--- src/rtl/dbg_serial_pkg.sv ---
package dbg_serial_pkg;
    parameter int CMD_W   = 8;
    parameter int DATA_W  = 24;
    parameter int ACK_LEN = 4;
    localparam int CNT_W  = $clog2(DATA_W + 1);

    typedef enum logic [2:0] {
        ST_OFF,     // core running, serial input ignored
        ST_CMD,     // collecting command bits
        ST_SEND,    // shifting read data out
        ST_RECV,    // collecting write data
        ST_RHOLD    // controller restart, waiting for request release
    } port_state_e;

    typedef struct packed {
        logic rise;
        logic fall;
        logic level;
    } edge_t;

    function automatic logic is_read(input logic [CMD_W-1:0] cmd);
        return cmd[CMD_W-1];
    endfunction
endpackage

--- src/rtl/dbgp_sync.sv ---
module dbgp_sync
    import dbg_serial_pkg::*;
#(
    parameter int W = 3
) (
    input  logic                  clk,
    input  logic                  rst,
    input  logic [W-1:0]          din,
    output edge_t [W-1:0]         ev
);
    for (genvar g = 0; g < W; g++) begin : g_bit
        logic [2:0] q;
        always_ff @(posedge clk) begin
            if (rst) q <= '0;
            else     q <= {q[1:0], din[g]};
        end
        assign ev[g].level = q[1];
        assign ev[g].rise  = q[1] & ~q[2];
        assign ev[g].fall  = ~q[1] & q[2];
    end
endmodule

--- src/rtl/dbgp_ack_gen.sv ---
module dbgp_ack_gen #(
    parameter int LEN = 4
) (
    input  logic clk,
    input  logic rst,
    input  logic go,
    output logic active
);
    localparam int CW = $clog2(LEN + 1);
    logic [CW-1:0] cnt;

    always_ff @(posedge clk) begin
        if (rst)              cnt <= '0;
        else if (go)          cnt <= CW'(LEN);
        else if (cnt != '0)   cnt <= cnt - 1'b1;
    end
    assign active = (cnt != '0);
endmodule

--- src/rtl/dbg_serial_port.sv ---
module dbg_serial_port
    import dbg_serial_pkg::*;
(
    input  logic              clk,
    input  logic              rst,
    input  logic              dbg_sck,
    input  logic              dbg_sdi,
    input  logic              dbg_req,
    output logic              dbg_sdo,
    output logic              halt_req,
    input  logic              core_halted,
    input  logic [DATA_W-1:0] rd_data,
    output logic [CMD_W-1:0]  cmd_out,
    output logic              cmd_valid,
    output logic [DATA_W-1:0] wr_data,
    output logic              wr_valid
);
    localparam int I_SCK = 0;
    localparam int I_SDI = 1;
    localparam int I_REQ = 2;

    edge_t [2:0]       ev;
    port_state_e       state;
    logic [CNT_W-1:0]  cnt;
    logic [DATA_W-1:0] rx_sh;
    logic [DATA_W-1:0] tx_sh;
    logic              tx_bit;
    logic              ack_go;
    logic              ack_active;
    logic              enter_dbg, cmd_done, wr_done, ctl_rst;

    dbgp_sync #(.W(3)) sync_i (
        .clk (clk),
        .rst (rst),
        .din ({dbg_req, dbg_sdi, dbg_sck}),
        .ev  (ev)
    );

    dbgp_ack_gen #(.LEN(ACK_LEN)) ack_i (
        .clk    (clk),
        .rst    (rst),
        .go     (ack_go),
        .active (ack_active)
    );

    always_comb begin
        enter_dbg = core_halted && (state == ST_OFF);
        ctl_rst   = core_halted && (state != ST_OFF) && ev[I_REQ].rise;
        cmd_done  = core_halted && !ctl_rst && (state == ST_CMD) &&
                    ev[I_SCK].fall && (cnt == CNT_W'(CMD_W - 1));
        wr_done   = core_halted && !ctl_rst && (state == ST_RECV) &&
                    ev[I_SCK].fall && (cnt == CNT_W'(DATA_W - 1));
        ack_go    = enter_dbg | ctl_rst | cmd_done | wr_done;
    end

    always_ff @(posedge clk) begin
        if (rst) begin
            state     <= ST_OFF;
            cnt       <= '0;
            rx_sh     <= '0;
            tx_sh     <= '0;
            tx_bit    <= 1'b1;
            cmd_out   <= '0;
            cmd_valid <= 1'b0;
            wr_data   <= '0;
            wr_valid  <= 1'b0;
            halt_req  <= 1'b0;
        end else begin
            cmd_valid <= 1'b0;
            wr_valid  <= 1'b0;

            if (core_halted)          halt_req <= 1'b0;
            else if (ev[I_REQ].rise)  halt_req <= 1'b1;

            if (!core_halted) begin
                state  <= ST_OFF;
                cnt    <= '0;
                tx_bit <= 1'b1;
            end else if (ctl_rst) begin
                state  <= ST_RHOLD;
                cnt    <= '0;
                tx_bit <= 1'b1;
            end else begin
                unique case (state)
                    ST_OFF: begin
                        state <= ST_CMD;
                        cnt   <= '0;
                    end
                    ST_RHOLD: begin
                        if (ev[I_REQ].fall) begin
                            state <= ST_CMD;
                            cnt   <= '0;
                        end
                    end
                    ST_CMD: begin
                        if (ev[I_SCK].fall) begin
                            rx_sh <= {rx_sh[DATA_W-2:0], ev[I_SDI].level};
                            cnt   <= cnt + 1'b1;
                            if (cmd_done) begin
                                cmd_out   <= {rx_sh[CMD_W-2:0], ev[I_SDI].level};
                                cmd_valid <= 1'b1;
                                cnt       <= '0;
                                if (is_read({rx_sh[CMD_W-2:0], ev[I_SDI].level})) begin
                                    tx_sh <= rd_data;
                                    state <= ST_SEND;
                                end else begin
                                    state <= ST_RECV;
                                end
                            end
                        end
                    end
                    ST_SEND: begin
                        if (ev[I_SCK].rise && cnt < CNT_W'(DATA_W)) begin
                            tx_bit <= tx_sh[DATA_W-1];
                            tx_sh  <= {tx_sh[DATA_W-2:0], 1'b0};
                            cnt    <= cnt + 1'b1;
                        end else if (ev[I_SCK].fall && cnt == CNT_W'(DATA_W)) begin
                            state  <= ST_CMD;
                            cnt    <= '0;
                            tx_bit <= 1'b1;
                        end
                    end
                    ST_RECV: begin
                        if (ev[I_SCK].fall) begin
                            rx_sh <= {rx_sh[DATA_W-2:0], ev[I_SDI].level};
                            cnt   <= cnt + 1'b1;
                            if (wr_done) begin
                                wr_data  <= {rx_sh[DATA_W-2:0], ev[I_SDI].level};
                                wr_valid <= 1'b1;
                                cnt      <= '0;
                                state    <= ST_CMD;
                            end
                        end
                    end
                    default: state <= ST_OFF;
                endcase
            end
        end
    end

    assign dbg_sdo = ack_active ? 1'b0 : tx_bit;
endmodule

--- config.mk ---
export PLATFORM = sky130hd
export DESIGN_NAME = dbg_serial_port
export DESIGN_NICKNAME = d
export VERILOG_FILES = /design/src/rtl/dbg_serial_pkg.sv /design/src/rtl/dbgp_sync.sv /design/src/rtl/dbgp_ack_gen.sv /design/src/rtl/dbg_serial_port.sv
export SDC_FILE = /design/constraint.sdc
export NUM_CORES = 1
export LEC_CHECK = 0
export BUFFER_PORTS_ARGS = -buffer_cell sky130_fd_sc_hd__buf_2
export CAP_MARGIN = 10
export CORE_UTILIZATION = 56
export DETAILED_ROUTE_END_ITERATION = 8
export PLACE_DENSITY = 0.76
export SETUP_SLACK_MARGIN = 0.5
export SYNTH_ARGS = -nofsm -noshare
export SYNTH_HDL_FRONTEND = slang
export SYNTH_SLANG_ARGS = --single-unit
export TNS_END_PERCENT = 100
--- constraint.sdc ---
create_clock -name clk -period 2.2 [get_ports clk]
set_input_delay 0.11 -clock clk [delete_from_list [all_inputs] [get_ports clk]]
set_output_delay 0.11 -clock clk [all_outputs]
set_load 0.05 [all_outputs]
==> metrics <==
status=finished clean; worst slew pin tran=between 0.6 and 0.7 ns; critical path data arrival time=2.04 ns; reported max-cap violation count=0; clock slew seen by the registers of the worst setup and hold paths=0.10 ns; cell count after synthesis=about 480; Num CTS Buffers=9; biggest area consumer among synthesized cells=sky130_fd_sc_hd__dfxtp_1; startpoint class of the critical path=register; path depth of the worst reg2reg path=7; core area=approximately 7300 um2; Slew Limit Headroom=57.4%; adder-cell area share of the yosys netlist=1.47%; vertical die dimension=89.1 um; Clk network pwr share=a little over a third; post-synthesis sequential area ratio=between 40 and 50%; Cell Area, Synth=4250 um2; switching component of the power=827 uW; number of core rows=31; via count of the first global-routing pass=between 3000 and 4000; count of boundary I/O pins=66; clock latency reported for the late side of the worst-skew pair=around 0.37 ns; Clk Tree Root Cell=sky130_fd_sc_hd__clkbuf_8; portion of netlist area occupied by mux cells=7.54%; Critical Path End Type=register; first-pass iteration count of the detailed router=5; cell-internal power=2.41 mW; final weighted congestion in routability-driven placement=between 1 and 1.5; worst-path fanout max=12; Mean Syn Cell Area=8.81 um2; Post-Synth XOR/XNOR Area=0.206%; worst-case clock skew=0.0126 ns; fraction of power spent switching nets=25.5%; wire per inst=14.8 um; detailed-route DRC error count=0; RSZ-0062 raised after global routing=yes; worst hold stages=2; warning count from the yosys run=0; syn nets=517; setup-violating endpoint count in the final report=0; proportion of power drawn by flip-flops and latches=~58%; area of the die=7930 um2; commonest cells after routing, fill and taps aside=104 x sky130_fd_sc_hd__nand2_1, 93 x sky130_fd_sc_hd__dfxtp_1, 63 x sky130_fd_sc_hd__buf_2; Synth area leaders=sky130_fd_sc_hd__dfxtp_1 48%, sky130_fd_sc_hd__nand2_1 9.2%, sky130_fd_sc_hd__mux2i_1 7.5%; final hold slack=0.0665 ns; most common flop cell mapped by yosys=sky130_fd_sc_hd__dfxtp_1; H-tree depth=3; async set-reset flop share out of synthesis=0%; initial antenna violation count=0; largest net degree at the start of global routing=52; post-DP HPWL=5790 um; effective utilization at floorplan=58.2%; worst setup path class=register to register; share of cells above drive strength 1=29.4%; fraction of synthesized cell area taken by the top area cell type=48.1%; die boundary width=89.1 um; total routing usage reported by global routing=23.5%; highest clock rate=0.566 GHz; Total Routed Length=between 9000 and 10000 um; leakage=1.86 nW; P&R area growth vs syn=22.8%; antenna diode count=0; number of storage elements in the synthesis netlist=a little over 100; most common cell after layout, fill and taps aside=sky130_fd_sc_hd__nand2_1; clock sink total=102; number of enable-type register cells in the synthesized netlist=0; instance area at placement=4640 um2; quantity of I/O buffers inserted on ports=65; largest family of logic cells by synthesized area=simple AND/OR/NAND/NOR gates; Max Buffers Root-to-Sink=2; Antenna Nets Post-Route=0; highest ir drop seen on vdd=between 0.3 and 0.4 mV; final hold violation count=0; Final Net Count=588; share of the synthesized area in compound gates (AO/OA/AOI/OAI)=16.0%; ratio of total power to cell area=621 nW/um2; total grt overflow=0; fraction of the mapped netlist area in simple logic gates=21.7%; wire length of the first global-routing pass=14500 um; fraction of power consumed by combinational cells=between 7 and 8%; final max-slew violation count=0; post-layout minimum cycle time=~1.8 ns; path class of the lowest-slack min-delay path=primary input to register; required time at the worst-slack endpoint=between 2 and 2.5 ns; final cycle utilization of the critical path=between 80% and 90%; clock tree from TritonCTS=built; Via Count=3601; DRT iter0 DRCs=around 190; via density per instance=5.48; Sum Neg Setup Slack=0 ns; area of all placed cells without fillers=5210 um2; number of distinct standard cells referenced by the synthesized netlist=48
-- registers in the layout, indices dropped and copies added (netlist names) --
register and cells:
tx_sh 24, wr_data 24, rx_sh 23, cmd_out 8, sync_i.g_bit.q 8, cnt 5
ack_i.cnt 3, state 3, cmd_valid 1, halt_req 1, tx_bit 1, wr_valid 1
-- cell families (layout without fill, tap and decap cells) --
| logic type | Yosys count | in the layout |
|---|---|---|
| DFF | 102 | 102 |
| xor gates and xnor gates | 1 | 1 |
| buffers and inverters | 44 | 120 |
| adders and majority gates | 5 | 5 |
| muxes | 32 | 32 |
| AOI/OAI and AO/OA | 103 | 103 |
| and+or+nand+nor | 195 | 195 |
-- power groups by stage --
stage                     Clock, mW  Sequential, mW  Combinational (mW)
after floorplan                   0            1.91               0.141
after global placement            0            1.92               0.194
after detailed placement          0            1.92               0.198
after CTS                      1.14            1.87               0.208
after global routing           1.24            1.88               0.252
final                          1.13            1.87               0.233
-- worst paths after layout --
| path | start | endpoint | slack, ns |
|---|---|---|---|
| worst min register to register | sync_i.g_bit[0].q[0]$_SDFF_PP0_ | sync_i.g_bit[0].q[1]$_SDFF_PP0_ | 0.44 |
| worst max-delay path | sync_i.g_bit[0].q[1]$_SDFF_PP0_ | tx_sh[18]$_SDFFE_PP0P_ | 0.43 |
| worst max register to register | sync_i.g_bit[0].q[1]$_SDFF_PP0_ | tx_sh[18]$_SDFFE_PP0P_ | 0.43 |
| worst min-delay path | core_halted | halt_req$_SDFFE_PP0N_ | 0.07 |
-- worst max-delay path, cell delays in order, from the launching register on --
cell and delay [ns]:
sky130_fd_sc_hd__dfxtp_4 0.37, sky130_fd_sc_hd__and4bb_4 0.38, sky130_fd_sc_hd__nand4_1 0.17, sky130_fd_sc_hd__a21oi_4 0.23, sky130_fd_sc_hd__buf_6 0.14, sky130_fd_sc_hd__buf_12 0.13
sky130_fd_sc_hd__nor2_1 0.04, sky130_fd_sc_hd__a211oi_1 0.21
-- metal layers --
layer	track usage [%]	vias up	part of all wire, %
met5	0	-	0
met4	8.37	0	2.0
met3	5.26	19	5.6
met2	37.4	137	48
met1	31.7	1649	44
li1	-	1796	-
-- synth_stat cells (4+ instances only) --
master and instances:
sky130_fd_sc_hd__nand2_1 104, sky130_fd_sc_hd__a211oi_1 14, sky130_fd_sc_hd__inv_1 11, sky130_fd_sc_hd__dfxtp_1 102, sky130_fd_sc_hd__and2_1 5, sky130_fd_sc_hd__ha_1 5, sky130_fd_sc_hd__o21ai_0 6, sky130_fd_sc_hd__clkbuf_1 13
sky130_fd_sc_hd__a211oi_2 10, sky130_fd_sc_hd__nor2_2 11, sky130_fd_sc_hd__nand3_1 7, sky130_fd_sc_hd__a21oi_1 52, sky130_fd_sc_hd__nor2b_1 8, sky130_fd_sc_hd__nand4_1 4, sky130_fd_sc_hd__a31oi_1 6, sky130_fd_sc_hd__buf_2 14
sky130_fd_sc_hd__mux2i_1 32, sky130_fd_sc_hd__nor2_1 33
-- cell type report --
type / count / area (um2)
Inverter: 11 / 41.3
Fill cell: 586 / 2080
Sequential cell: 102 / 2070
Multi-Input combinational cell: 336 / 2130
Tap cell: 99 / 124
Clock inverter: 6 / 52.6
Timing Repair Buffer: 93 / 662
Clock buffer: 10 / 138
-- through the flow --
| stage | cells | util (%) | total power [mW] | worst slack (ns) |
|---|---|---|---|---|
| after floorplan | 482 | - | 2.06 | 0.548 |
| after global placement | 624 | 63.6 | 2.11 | 0.349 |
| after detailed placement | 624 | 63.6 | 2.12 | 0.271 |
| after CTS | 646 | 67.9 | 3.22 | 0.496 |
| after global routing | 657 | 71.5 | 3.37 | 0.388 |
| final | 657 | 71.5 | 3.24 | 0.435 |
-- repair_timing --
action | 4_1_cts | 5_1_grt
hold buffers | 3 | 0
endpoints found under the hold margin | 3 | 0
gates cloned | 1 | 4
endpoints found under the setup margin | 71 | 52
setup buffers | 2 | 7
gates resized for setup | 22 | 29
pin swaps | 6 | 16
No activity file was read; power rests on OpenSTA's default activity.
